### src/rtl/tmr_pkg.sv
// Shared constants for the timer pair: register addresses and pin indices.
// Assumes the default 3-bit divider code; control fields are placed in the
// top module relative to that width.
package tmr_pkg;
    localparam int ADR_CORE_CTL = 0;
    localparam int ADR_AUX_CTL  = 1;
    localparam int ADR_CORE_CNT = 2;
    localparam int ADR_AUX_CNT  = 3;
    localparam int ADR_CAPREL   = 4;

    localparam int PIN_N        = 7;
    localparam int PIN_CORE_EXT = 0;   // +1 for aux
    localparam int PIN_CORE_DIR = 2;   // +1 for aux
    localparam int PIN_CAP      = 4;
    localparam int PIN_ALT_A    = 5;
    localparam int PIN_ALT_B    = 6;

    typedef enum logic [1:0] {
        SRC_DIV  = 2'b00,
        SRC_EXT  = 2'b01,
        SRC_CHAIN = 2'b10,
        SRC_NONE = 2'b11
    } src_e;
endpackage

### src/rtl/tmr_pin_sync.sv
// Two-flop synchronizer for a vector of asynchronous pins, plus a third flop
// used for edge detection. Assumes the pins are held low during reset.
module tmr_pin_sync #(
    parameter int N = 7
) (
    input  logic         clk,
    input  logic         rst_n,
    input  logic [N-1:0] pin,
    output logic [N-1:0] lvl,
    output logic [N-1:0] rise,
    output logic [N-1:0] fall
);
    logic [N-1:0] s1, s2, s3;

    // Shift the pins through the synchronizer and the edge-history flop.
    always_ff @(posedge clk) begin
        if (!rst_n) begin
            s1 <= '0;
            s2 <= '0;
            s3 <= '0;
        end else begin
            s1 <= pin;
            s2 <= s1;
            s3 <= s2;
        end
    end

    assign lvl  = s2;
    assign rise = s2 & ~s3;
    assign fall = ~s2 & s3;
endmodule

### src/rtl/tmr_prediv.sv
// Restartable clock divider. Produces one tick every (4 << code) cycles,
// counted from the last restart. Assumes code changes only with a restart.
module tmr_prediv #(
    parameter int PW = 3
) (
    input  logic          clk,
    input  logic          rst_n,
    input  logic          restart,
    input  logic [PW-1:0] code,
    output logic          tick
);
    localparam int PCW = (1 << PW) + 2;

    logic [PCW-1:0] pc;
    logic [PCW-1:0] last;

    assign last = (PCW'(4) << code) - PCW'(1);
    assign tick = (pc == last);

    // Count cycles; wrap to zero on a tick or a restart.
    always_ff @(posedge clk) begin
        if (!rst_n)              pc <= '0;
        else if (restart || tick) pc <= '0;
        else                     pc <= pc + PCW'(1);
    end
endmodule

### src/rtl/tmr_updown.sv
// Up/down counter with load, clear and reload-on-wrap. Priority is
// load > clear > step. The wrap flag is combinational and is set only when
// a step actually wraps the counter.
module tmr_updown #(
    parameter int CW = 16
) (
    input  logic          clk,
    input  logic          rst_n,
    input  logic          step,
    input  logic          down,
    input  logic          ld,
    input  logic [CW-1:0] ld_val,
    input  logic          clr,
    input  logic          rl_en,
    input  logic [CW-1:0] rl_val,
    output logic [CW-1:0] cnt,
    output logic          wrap
);
    logic at_lim;

    assign at_lim = down ? (cnt == '0) : (cnt == '1);
    assign wrap   = step && !ld && !clr && at_lim;

    // Update the count according to the load/clear/step priority.
    always_ff @(posedge clk) begin
        if (!rst_n)           cnt <= '0;
        else if (ld)          cnt <= ld_val;
        else if (clr)         cnt <= '0;
        else if (step) begin
            if (wrap && rl_en) cnt <= rl_val;
            else if (down)     cnt <= cnt - CW'(1);
            else               cnt <= cnt + CW'(1);
        end
    end
endmodule

### src/rtl/tmr_pair.sv
// Core and auxiliary up/down timers sharing one capture/reload register.
// The core timer's wraps toggle an output latch, pulse an output, can
// reload the core timer and can step the auxiliary timer. Pin edges capture
// the auxiliary timer. Assumes all pins are asynchronous and low in reset.
module tmr_pair
    import tmr_pkg::*;
#(
    parameter int CW = 16,
    parameter int PW = 3,
    parameter int AW = 3
) (
    input  logic          clk,
    input  logic          rst_n,
    input  logic          reg_we,
    input  logic [AW-1:0] reg_addr,
    input  logic [CW-1:0] reg_wdata,
    output logic [CW-1:0] reg_rdata,
    input  logic          core_ext_in,
    input  logic          core_dir_in,
    input  logic          aux_ext_in,
    input  logic          aux_dir_in,
    input  logic          cap_in,
    input  logic          alt_a_in,
    input  logic          alt_b_in,
    output logic          tgl_out,
    output logic          wrap_pulse
);
    localparam int RUN_B  = PW;
    localparam int DN_B   = PW + 1;
    localparam int XD_B   = PW + 2;
    localparam int SRC_L  = PW + 3;
    localparam int RL_B   = PW + 5;
    localparam int CE_L   = PW + 5;
    localparam int CLR_B  = PW + 7;
    localparam int ALTA_B = PW + 8;
    localparam int ALTB_B = PW + 9;

    logic [CW-1:0]    ctl_q [2];
    logic [CW-1:0]    cnt_q [2];
    logic             wrap_c [2];
    logic [CW-1:0]    caprel;
    logic             wrap_q, tgl_q;
    logic             cap_evt;
    logic [PIN_N-1:0] pins, lvl, rise, fall;
    logic [1:0]       ce;

    assign pins = {alt_b_in, alt_a_in, cap_in, aux_dir_in, core_dir_in,
                   aux_ext_in, core_ext_in};

    tmr_pin_sync #(.N(PIN_N)) u_sync (
        .clk (clk),
        .rst_n (rst_n),
        .pin (pins),
        .lvl (lvl),
        .rise (rise),
        .fall (fall)
    );

    // Control register writes for both timers.
    always_ff @(posedge clk) begin
        for (int g = 0; g < 2; g++) begin
            if (!rst_n)
                ctl_q[g] <= '0;
            else if (reg_we && reg_addr == AW'(ADR_CORE_CTL + g))
                ctl_q[g] <= reg_wdata;
        end
    end

    // Capture event from the selected capture edge or enabled alternate pins.
    assign ce = ctl_q[1][CE_L+1:CE_L];
    always_comb begin
        cap_evt = 1'b0;
        unique case (ce)
            2'b01:   cap_evt = rise[PIN_CAP];
            2'b10:   cap_evt = fall[PIN_CAP];
            2'b11:   cap_evt = rise[PIN_CAP] | fall[PIN_CAP];
            default: cap_evt = 1'b0;
        endcase
        if (ctl_q[1][ALTA_B] && (rise[PIN_ALT_A] || fall[PIN_ALT_A])) cap_evt = 1'b1;
        if (ctl_q[1][ALTB_B] && (rise[PIN_ALT_B] || fall[PIN_ALT_B])) cap_evt = 1'b1;
    end

    for (genvar g = 0; g < 2; g++) begin : g_tmr
        logic pre_tick, step, down, restart, ld, clr, rl_en;
        src_e src;

        assign restart = reg_we && (reg_addr == AW'(ADR_CORE_CTL + g) ||
                                    reg_addr == AW'(ADR_CORE_CNT + g));
        assign ld      = reg_we && reg_addr == AW'(ADR_CORE_CNT + g);
        assign src     = src_e'(ctl_q[g][SRC_L+1:SRC_L]);
        assign down    = ctl_q[g][DN_B] ^ (ctl_q[g][XD_B] & lvl[PIN_CORE_DIR + g]);

        tmr_prediv #(.PW(PW)) u_div (
            .clk (clk),
            .rst_n (rst_n),
            .restart (restart),
            .code (ctl_q[g][PW-1:0]),
            .tick (pre_tick)
        );

        // Pick the step source for this timer, gated by its run bit.
        always_comb begin
            unique case (src)
                SRC_DIV:   step = pre_tick;
                SRC_EXT:   step = rise[PIN_CORE_EXT + g];
                SRC_CHAIN: step = (g == 1) ? wrap_q : 1'b0;
                default:   step = 1'b0;
            endcase
            step = step & ctl_q[g][RUN_B];
        end

        if (g == 0) begin : g_core
            assign clr   = 1'b0;
            assign rl_en = ctl_q[0][RL_B];
        end else begin : g_aux
            assign clr   = cap_evt & ctl_q[1][CLR_B];
            assign rl_en = 1'b0;
        end

        tmr_updown #(.CW(CW)) u_cnt (
            .clk (clk),
            .rst_n (rst_n),
            .step (step),
            .down (down),
            .ld (ld),
            .ld_val (reg_wdata),
            .clr (clr),
            .rl_en (rl_en),
            .rl_val (caprel),
            .cnt (cnt_q[g]),
            .wrap (wrap_c[g])
        );
    end

    // Capture/reload register: software write wins over a capture.
    always_ff @(posedge clk) begin
        if (!rst_n)                                      caprel <= '0;
        else if (reg_we && reg_addr == AW'(ADR_CAPREL)) caprel <= reg_wdata;
        else if (cap_evt)                               caprel <= cnt_q[1];
    end

    // Register the core wrap into the pulse and the toggle latch.
    always_ff @(posedge clk) begin
        if (!rst_n) begin
            wrap_q <= 1'b0;
            tgl_q  <= 1'b0;
        end else begin
            wrap_q <= wrap_c[0];
            if (wrap_c[0]) tgl_q <= ~tgl_q;
        end
    end

    // Read multiplexer.
    always_comb begin
        unique case (int'(reg_addr))
            ADR_CORE_CTL: reg_rdata = ctl_q[0];
            ADR_AUX_CTL:  reg_rdata = ctl_q[1];
            ADR_CORE_CNT: reg_rdata = cnt_q[0];
            ADR_AUX_CNT:  reg_rdata = cnt_q[1];
            ADR_CAPREL:   reg_rdata = caprel;
            default:      reg_rdata = '0;
        endcase
    end

    assign tgl_out    = tgl_q;
    assign wrap_pulse = wrap_q;
endmodule

### config.mk
export PLATFORM = sky130hd
export DESIGN_NAME = tmr_pair
export DESIGN_NICKNAME = d
export VERILOG_FILES = /design/src/rtl/tmr_pkg.sv /design/src/rtl/tmr_pin_sync.sv /design/src/rtl/tmr_prediv.sv /design/src/rtl/tmr_updown.sv /design/src/rtl/tmr_pair.sv
export SDC_FILE = /design/constraint.sdc
export NUM_CORES = 1
export LEC_CHECK = 0
export ABC_AREA = 1
export BUFFER_PORTS_ARGS = -buffer_cell sky130_fd_sc_hd__buf_2
export CORE_MARGIN = 2
export CORE_UTILIZATION = 60
export CTS_CLUSTER_DIAMETER = 120
export DETAILED_ROUTE_END_ITERATION = 8
export HOLD_SLACK_MARGIN = 0.06
export PLACE_DENSITY = 0.79
export SLEW_MARGIN = 20
export SYNTH_ARGS = -nofsm -noshare
export SYNTH_HDL_FRONTEND = slang
export SYNTH_SLANG_ARGS = --single-unit
### constraint.sdc
create_clock -name clk -period 3 [get_ports clk]
set_input_delay 0.3 -clock clk [delete_from_list [all_inputs] [get_ports clk]]
set_output_delay 0.3 -clock clk [all_outputs]
set_load 0.02 [all_outputs]
==> qor.yml, run 1 <==
outcome: "completed"
post-route-period-util_pct: 92.21
whs_endpoint: "u_sync.s1[6]"
wl_met2_mm: 9.483
synthCells: 1051
drt_pass1_iterations: 5
final_common_cell: "nand2_1"
synth-edff-count: 32
totalWireLength_mm: 21.27
maxSlewViolCount: 0
wl_met1_mm: 9.174
fin_tns_setup_ns: 0
cts_sinks: 121
crit_path_top_delay_cell: "edfxtp_1"
crit_fanout: 6
period_minus_slack_ns: 2.766
port-buffer-count: 46
grt_first_pass_wirelength_mm: 34.58
coreArea_um2: 12110
hold_viol: 0
grt-ovfl-total: 0
drc_errors: 0
fp.dieH_um: 116.0
hold_path_depth: 3
num_antenna_cells: 0
place_hpwl_mm: 15.71
crit_type: "reg -> reg"
synth_top_cell_area_share_pct: 23.68
grtUsageTotal_pct: 33.36
fmax_mhz: 361.5
cts_buffers: 17
ys_ff_latch: 121
path_common_cell: "nand2_1"
cap_viol_max_count: 0
r2r_end: "g_tmr[0].u_cnt.cnt[10]"
die_area_um2: 13450
whs_ns: 0.06886
cts.htree.levels: 4
drtIter0Drc: 934
rows: 40
clock_path_buffers: 2
p_per_area_nw_per_um2: 562.6
highest_layer: "met4"
grt_pass1_vias: 6969
die_w_um: 116.0
final_nets: 1171
num_vias: 7550
pin_count: 47
initial_core_util_pct: 62.12
syn_area_per_cell_um2: 7.158
syn2layout_area_growth_pct: 14.14
syn_area_um2: 7523
vias_per_cell: 5.857
finClkSkew_ns: 0.004344
place.gp.congestion: 1.007
setup_viol: 0
wire_per_inst_um: 16.50
start_kind: "register"
rrSetupSlack_ns: 0.23
p_leak_nw: 3.840
rsz0062_at_grt: "no"
max_slew_margin_pct: 35.13
cts.clk_slew.worst_paths_ns: 0.06
clk_latency_ns: 0.42
pre_cts_slack_ns: 0.3052
mostFrequentLayoutCells: "nand2_1, inv_1, nor2_1, dfxtp_1, nand3_1"
synth_largest_area_cell: "dfxtp_1"
grt_max_degree: 34
ant_nets: 0
cp.required_ns: 3.26
seq_area_frac_synth_pct: 36.45
wl_met3_mm: 2.056
r2r_start: "ctl_q[0][5]"
tightest_slew_ns: 0.9720
nFillCells: 1048
fin_ws_ns: 0.2336
place_inst: 1247
cp.arrival_ns: 3.03
hold_start: "alt_b_in"
vdd.ir_drop.worst_v: 0.0004308
drive_above_1_share_pct: 11.60
worst_path_largest_cell_delay_ns: 0.41
syn_nets: 1114
hp-class: "in -> reg"
yosysWarningCount: 0
cts_tree: "done"
crit_path_end_kind: "register"
layout.cells.non_filler: 1289
ys_types: 52
antenna_found_initial: 0
cts_root_buffer: "clkbuf_16"
worstPathCellList: "a21o_1, nand2_2, clkinvlp_4, buf_4, fa_1, nand2_1, nand2_1, o21a_1, nand3_1, nand3_1, a21oi_1, xor2_1, nand2_1, nand2_1, a21oi_1"
ys.flop_type: "dfxtp_1"
rr_worst_depth: 15
async_flop_share_pct: 0
synth_area_leaders: "dfxtp_1, edfxtp_1, nand2_1"
## where the power goes
part	internal (W)	leakage (nW)	switching, W	total (W)
logic	0.000359	2.52	0.000647	0.00101
registers	0.00179	1.04	0.000117	0.00191
clock network	0.00113	0.277	0.000785	0.00192
total	0.00328	3.84	0.00155	0.00483
## per-stage QoR
step                power [W]  cell area (µm²)  util [%]
finish               0.004831             8587     70.90
CTS                  0.004799             8551     70.60
floorplan            0.002621             7523         -
global placement     0.002885             7935     65.52
global route         0.005042             8587     70.90
detailed placement   0.002898             7935     65.52
## metal layers
metal | vias up | GRT usage [%]
met3 | 49 | 7.061
met5 | - | 0
met2 | 380 | 52.20
met4 | 0 | 12.62
li1 | 3678 | -
met1 | 3443 | 45.64
## flip-flops by register name, indices dropped and copies added, names as in the netlist
signal	cells
caprel	16
ctl_q	32
g_tmr.u_cnt.cnt	32
g_tmr.u_div.pc	20
tgl_out	1
u_sync.lvl	7
u_sync.s1	7
u_sync.s3	5
wrap_pulse	1
## worst max-delay path by stage
stage / from / to / slack (ns)
after floorplan: ctl_q[0][5] / g_tmr[0].u_cnt.cnt[13] / 0.64
after global placement: ctl_q[0][5] / g_tmr[0].u_cnt.cnt[15] / 0.40
after detailed placement: ctl_q[0][5] / g_tmr[0].u_cnt.cnt[13] / 0.31
after CTS: ctl_q[0][5] / g_tmr[0].u_cnt.cnt[13] / 0.27
after global routing: ctl_q[1][5] / g_tmr[1].u_cnt.cnt[13] / 0.08
final: ctl_q[0][5] / g_tmr[0].u_cnt.cnt[10] / 0.23
## repair_timing
item / in CTS / in global routing
endpoints found under the hold margin: 6 / 0
buffers inserted: 0 / 3
endpoints found under the setup margin: 0 / 1
hold buffers: 6 / 0
gates resized for setup: 0 / 3
## final cells by class
cell class	count	area (µm²)	area share [%]
repair buffers	73	447.9	5.216
repair inverters	1	7.507	0.08743
well taps	168	210.2	2.448
flip-flops and latches	121	2743	31.94
clock inverters	12	87.58	1.020
clock buffers	20	467.9	5.450
multi-input cells	730	4004	46.63
inverters	164	619.3	7.213
## synthesized netlist by cell type (16+ instances only)
library cell    n
nand2_1       189
inv_1         151
nor2_1        112
dfxtp_1        89
nand3_1        65
o21ai_0        60
a21oi_1        58
a31oi_1        35
edfxtp_1       32
ha_1           32
o22ai_1        29
clkbuf_1       27
xor2_1         18
o21ai_1        17
nand4_1        16
nor3_1         16
## critical path, delay by kind of cell, from the launching register on
family,cells,cell delay (ns)
adder cells (fa/ha/maj),1,0.40
buffers and inverters,2,0.40
XOR/XNOR,1,0.16
AO/OA/AOI/OAI,4,0.58
flip-flops,1,0.41
AND/OR/NAND/NOR,7,0.66
## logic make-up after synthesis
kind of cell / after synthesis / synth area share (%)
buffers and inverters: 200 / 10.36
AND/OR/NAND/NOR: 419 / 24.36
XOR/XNOR: 24 / 2.794
flip-flops: 121 / 36.45
adder cells (fa/ha/maj): 34 / 5.854
AO/OA/AOI/OAI: 253 / 20.17
Note: power is estimated with default switching activity, not from simulation.
==> run 2: changes to the inputs <==
--- a/config.mk
+++ b/config.mk
@@ -9,6 +9,7 @@
 export BUFFER_PORTS_ARGS = -buffer_cell sky130_fd_sc_hd__buf_2
 export CORE_MARGIN = 2
 export CORE_UTILIZATION = 60
+export CTS_BUF_LIST = sky130_fd_sc_hd__clkbuf_16
 export CTS_CLUSTER_DIAMETER = 120
 export DETAILED_ROUTE_END_ITERATION = 8
 export HOLD_SLACK_MARGIN = 0.06
==> qor.yml, run 2 (same netlist as run 1, synthesis figures left out) <==
vdd.ir_drop.worst_v: 0.0004308
coreArea_um2: 12110
crit_type: "reg -> reg"
cts_buffers: 17
port-buffer-count: 46
p_per_area_nw_per_um2: 559.9
drive_above_1_share_pct: 11.51
grt-ovfl-total: 0
crit_fanout: 6
fin_tns_setup_ns: 0
clock_path_buffers: 2
num_antenna_cells: 0
drtIter0Drc: 1051
cap_viol_max_count: 0
finClkSkew_ns: 0.003881
grt_first_pass_wirelength_mm: 34.57
place.gp.congestion: 1.007
rsz0062_at_grt: "no"
antenna_found_initial: 0
maxSlewViolCount: 0
tightest_slew_ns: 0.9781
cp.required_ns: 3.26
fp.dieH_um: 116.0
die_area_um2: 13450
drc_errors: 0
period_minus_slack_ns: 2.757
grt_pass1_vias: 6964
place_hpwl_mm: 15.71
grtUsageTotal_pct: 33.36
whs_ns: 0.06442
hp-class: "in -> reg"
multi_input_area_um2: 4004
cp.arrival_ns: 3.02
pin_count: 47
cts.clk_slew.worst_paths_ns: 0.06
hold_viol: 0
nFillCells: 1049
totalPowerFinal_w: 0.004802
num_vias: 7565
grt_max_degree: 34
max_slew_margin_pct: 34.72
totalWireLength_mm: 21.40
cts_sinks: 121
die_w_um: 116.0
wire_per_inst_um: 16.60
cts_tree: "done"
syn2layout_area_growth_pct: 14.00
start_kind: "register"
seq_area_um2: 2743
p_leak_nw: 3.838
final_nets: 1171
cts_root_buffer: "clkbuf_16"
mostFrequentLayoutCells: "nand2_1, inv_1, nor2_1, dfxtp_1, nand3_1"
setup_viol: 0
crit_path_end_kind: "register"
ant_nets: 0
vias_per_cell: 5.869
final_common_cell: "nand2_1"
rows: 40
outcome: "completed"
post-route-period-util_pct: 91.89
largestRegisters: "ctl_q: 32 flops, g_tmr.u_cnt.cnt: 32 flops, g_tmr.u_div.pc: 20 flops"
clk_latency_ns: 0.42
fmax_mhz: 362.8
cts.htree.levels: 4
drt_pass1_iterations: 5
initial_core_util_pct: 62.12
-- run 2: changes by cell type in the layout (fill, tap and decap cells not counted) --
cell | before | now
clkbuf_8 | 1 | 0
clkbuf_1 | 1 | 0
clkinv_1 | 7 | 8
inv_1 | 150 | 151
-- run 2: cell type report --
cell class / instances / share of cell area (%)
sequential: 121 / 31.98
multi-input combinational: 730 / 46.68
inverter: 164 / 7.221
timing repair inverter: 1 / 0.08753
clock buffer: 18 / 5.252
clock inverter: 14 / 1.109
tap: 168 / 2.451
timing repair buffer: 73 / 5.222
-- run 2: path summary, 6_finish.rpt --
check                                   from                endpoint  slack, ns  cells past startpoint
worst max register to register   ctl_q[0][5]  g_tmr[0].u_cnt.cnt[10]       0.24                     15
worst max-delay path             ctl_q[0][5]  g_tmr[0].u_cnt.cnt[10]       0.24                     15
worst min register to register  u_sync.s1[4]           u_sync.lvl[4]       0.41                      2
worst min-delay path                alt_b_in            u_sync.s1[6]       0.06                      3
-- run 2: timing repair --
item	4_1_cts	5_1_grt
endpoints found under the hold margin	6	0
setup endpoints to repair	0	1
resized for setup	0	3
hold buffers	6	0
setup buffers	0	3
-- run 2: layer usage --
metal  share of wire [%]  wire length, µm  track usage (%)  vias up
met5                   0                0                0        -
met4                 2.7              579            12.62        0
met3                 8.5             1824            7.061       56
met2                  45             9600            52.20      367
met1                  44             9391            45.64     3470
li1                    -                -                -     3672
-- run 2: critical path, cell delays in order (launching register included) --
cell and delay (ns):
edfxtp_1 0.41, a21o_1 0.19, nand2_2 0.18, clkinvlp_4 0.22
buf_4 0.18, fa_1 0.40, nand2_1 0.09, nand2_1 0.05
o21a_1 0.14, nand3_1 0.08, nand3_1 0.14, a21oi_1 0.19
xor2_1 0.16, nand2_1 0.06, nand2_1 0.05, a21oi_1 0.06
-- run 2: stage by stage --
stage          util (%)  setup WS [ns]  std cells  cell area (µm²)
3_5_place_dp      65.52         0.3052       1247             7935
5_1_grt           70.82        0.07976       1289             8577
2_1_floorplan         -         0.6380       1051             7523
4_1_cts           70.52         0.2673       1285             8541
6_report          70.82         0.2433       1289             8577
3_3_place_gp      65.52         0.3983       1247             7935
-- run 2: power breakdown --
part           switching [W]  total, W  internal, W  leakage (nW)
logic               0.000649   0.00101     0.000359          2.52
registers           0.000117   0.00191      0.00179          1.04
clock network       0.000784   0.00189      0.00110         0.275
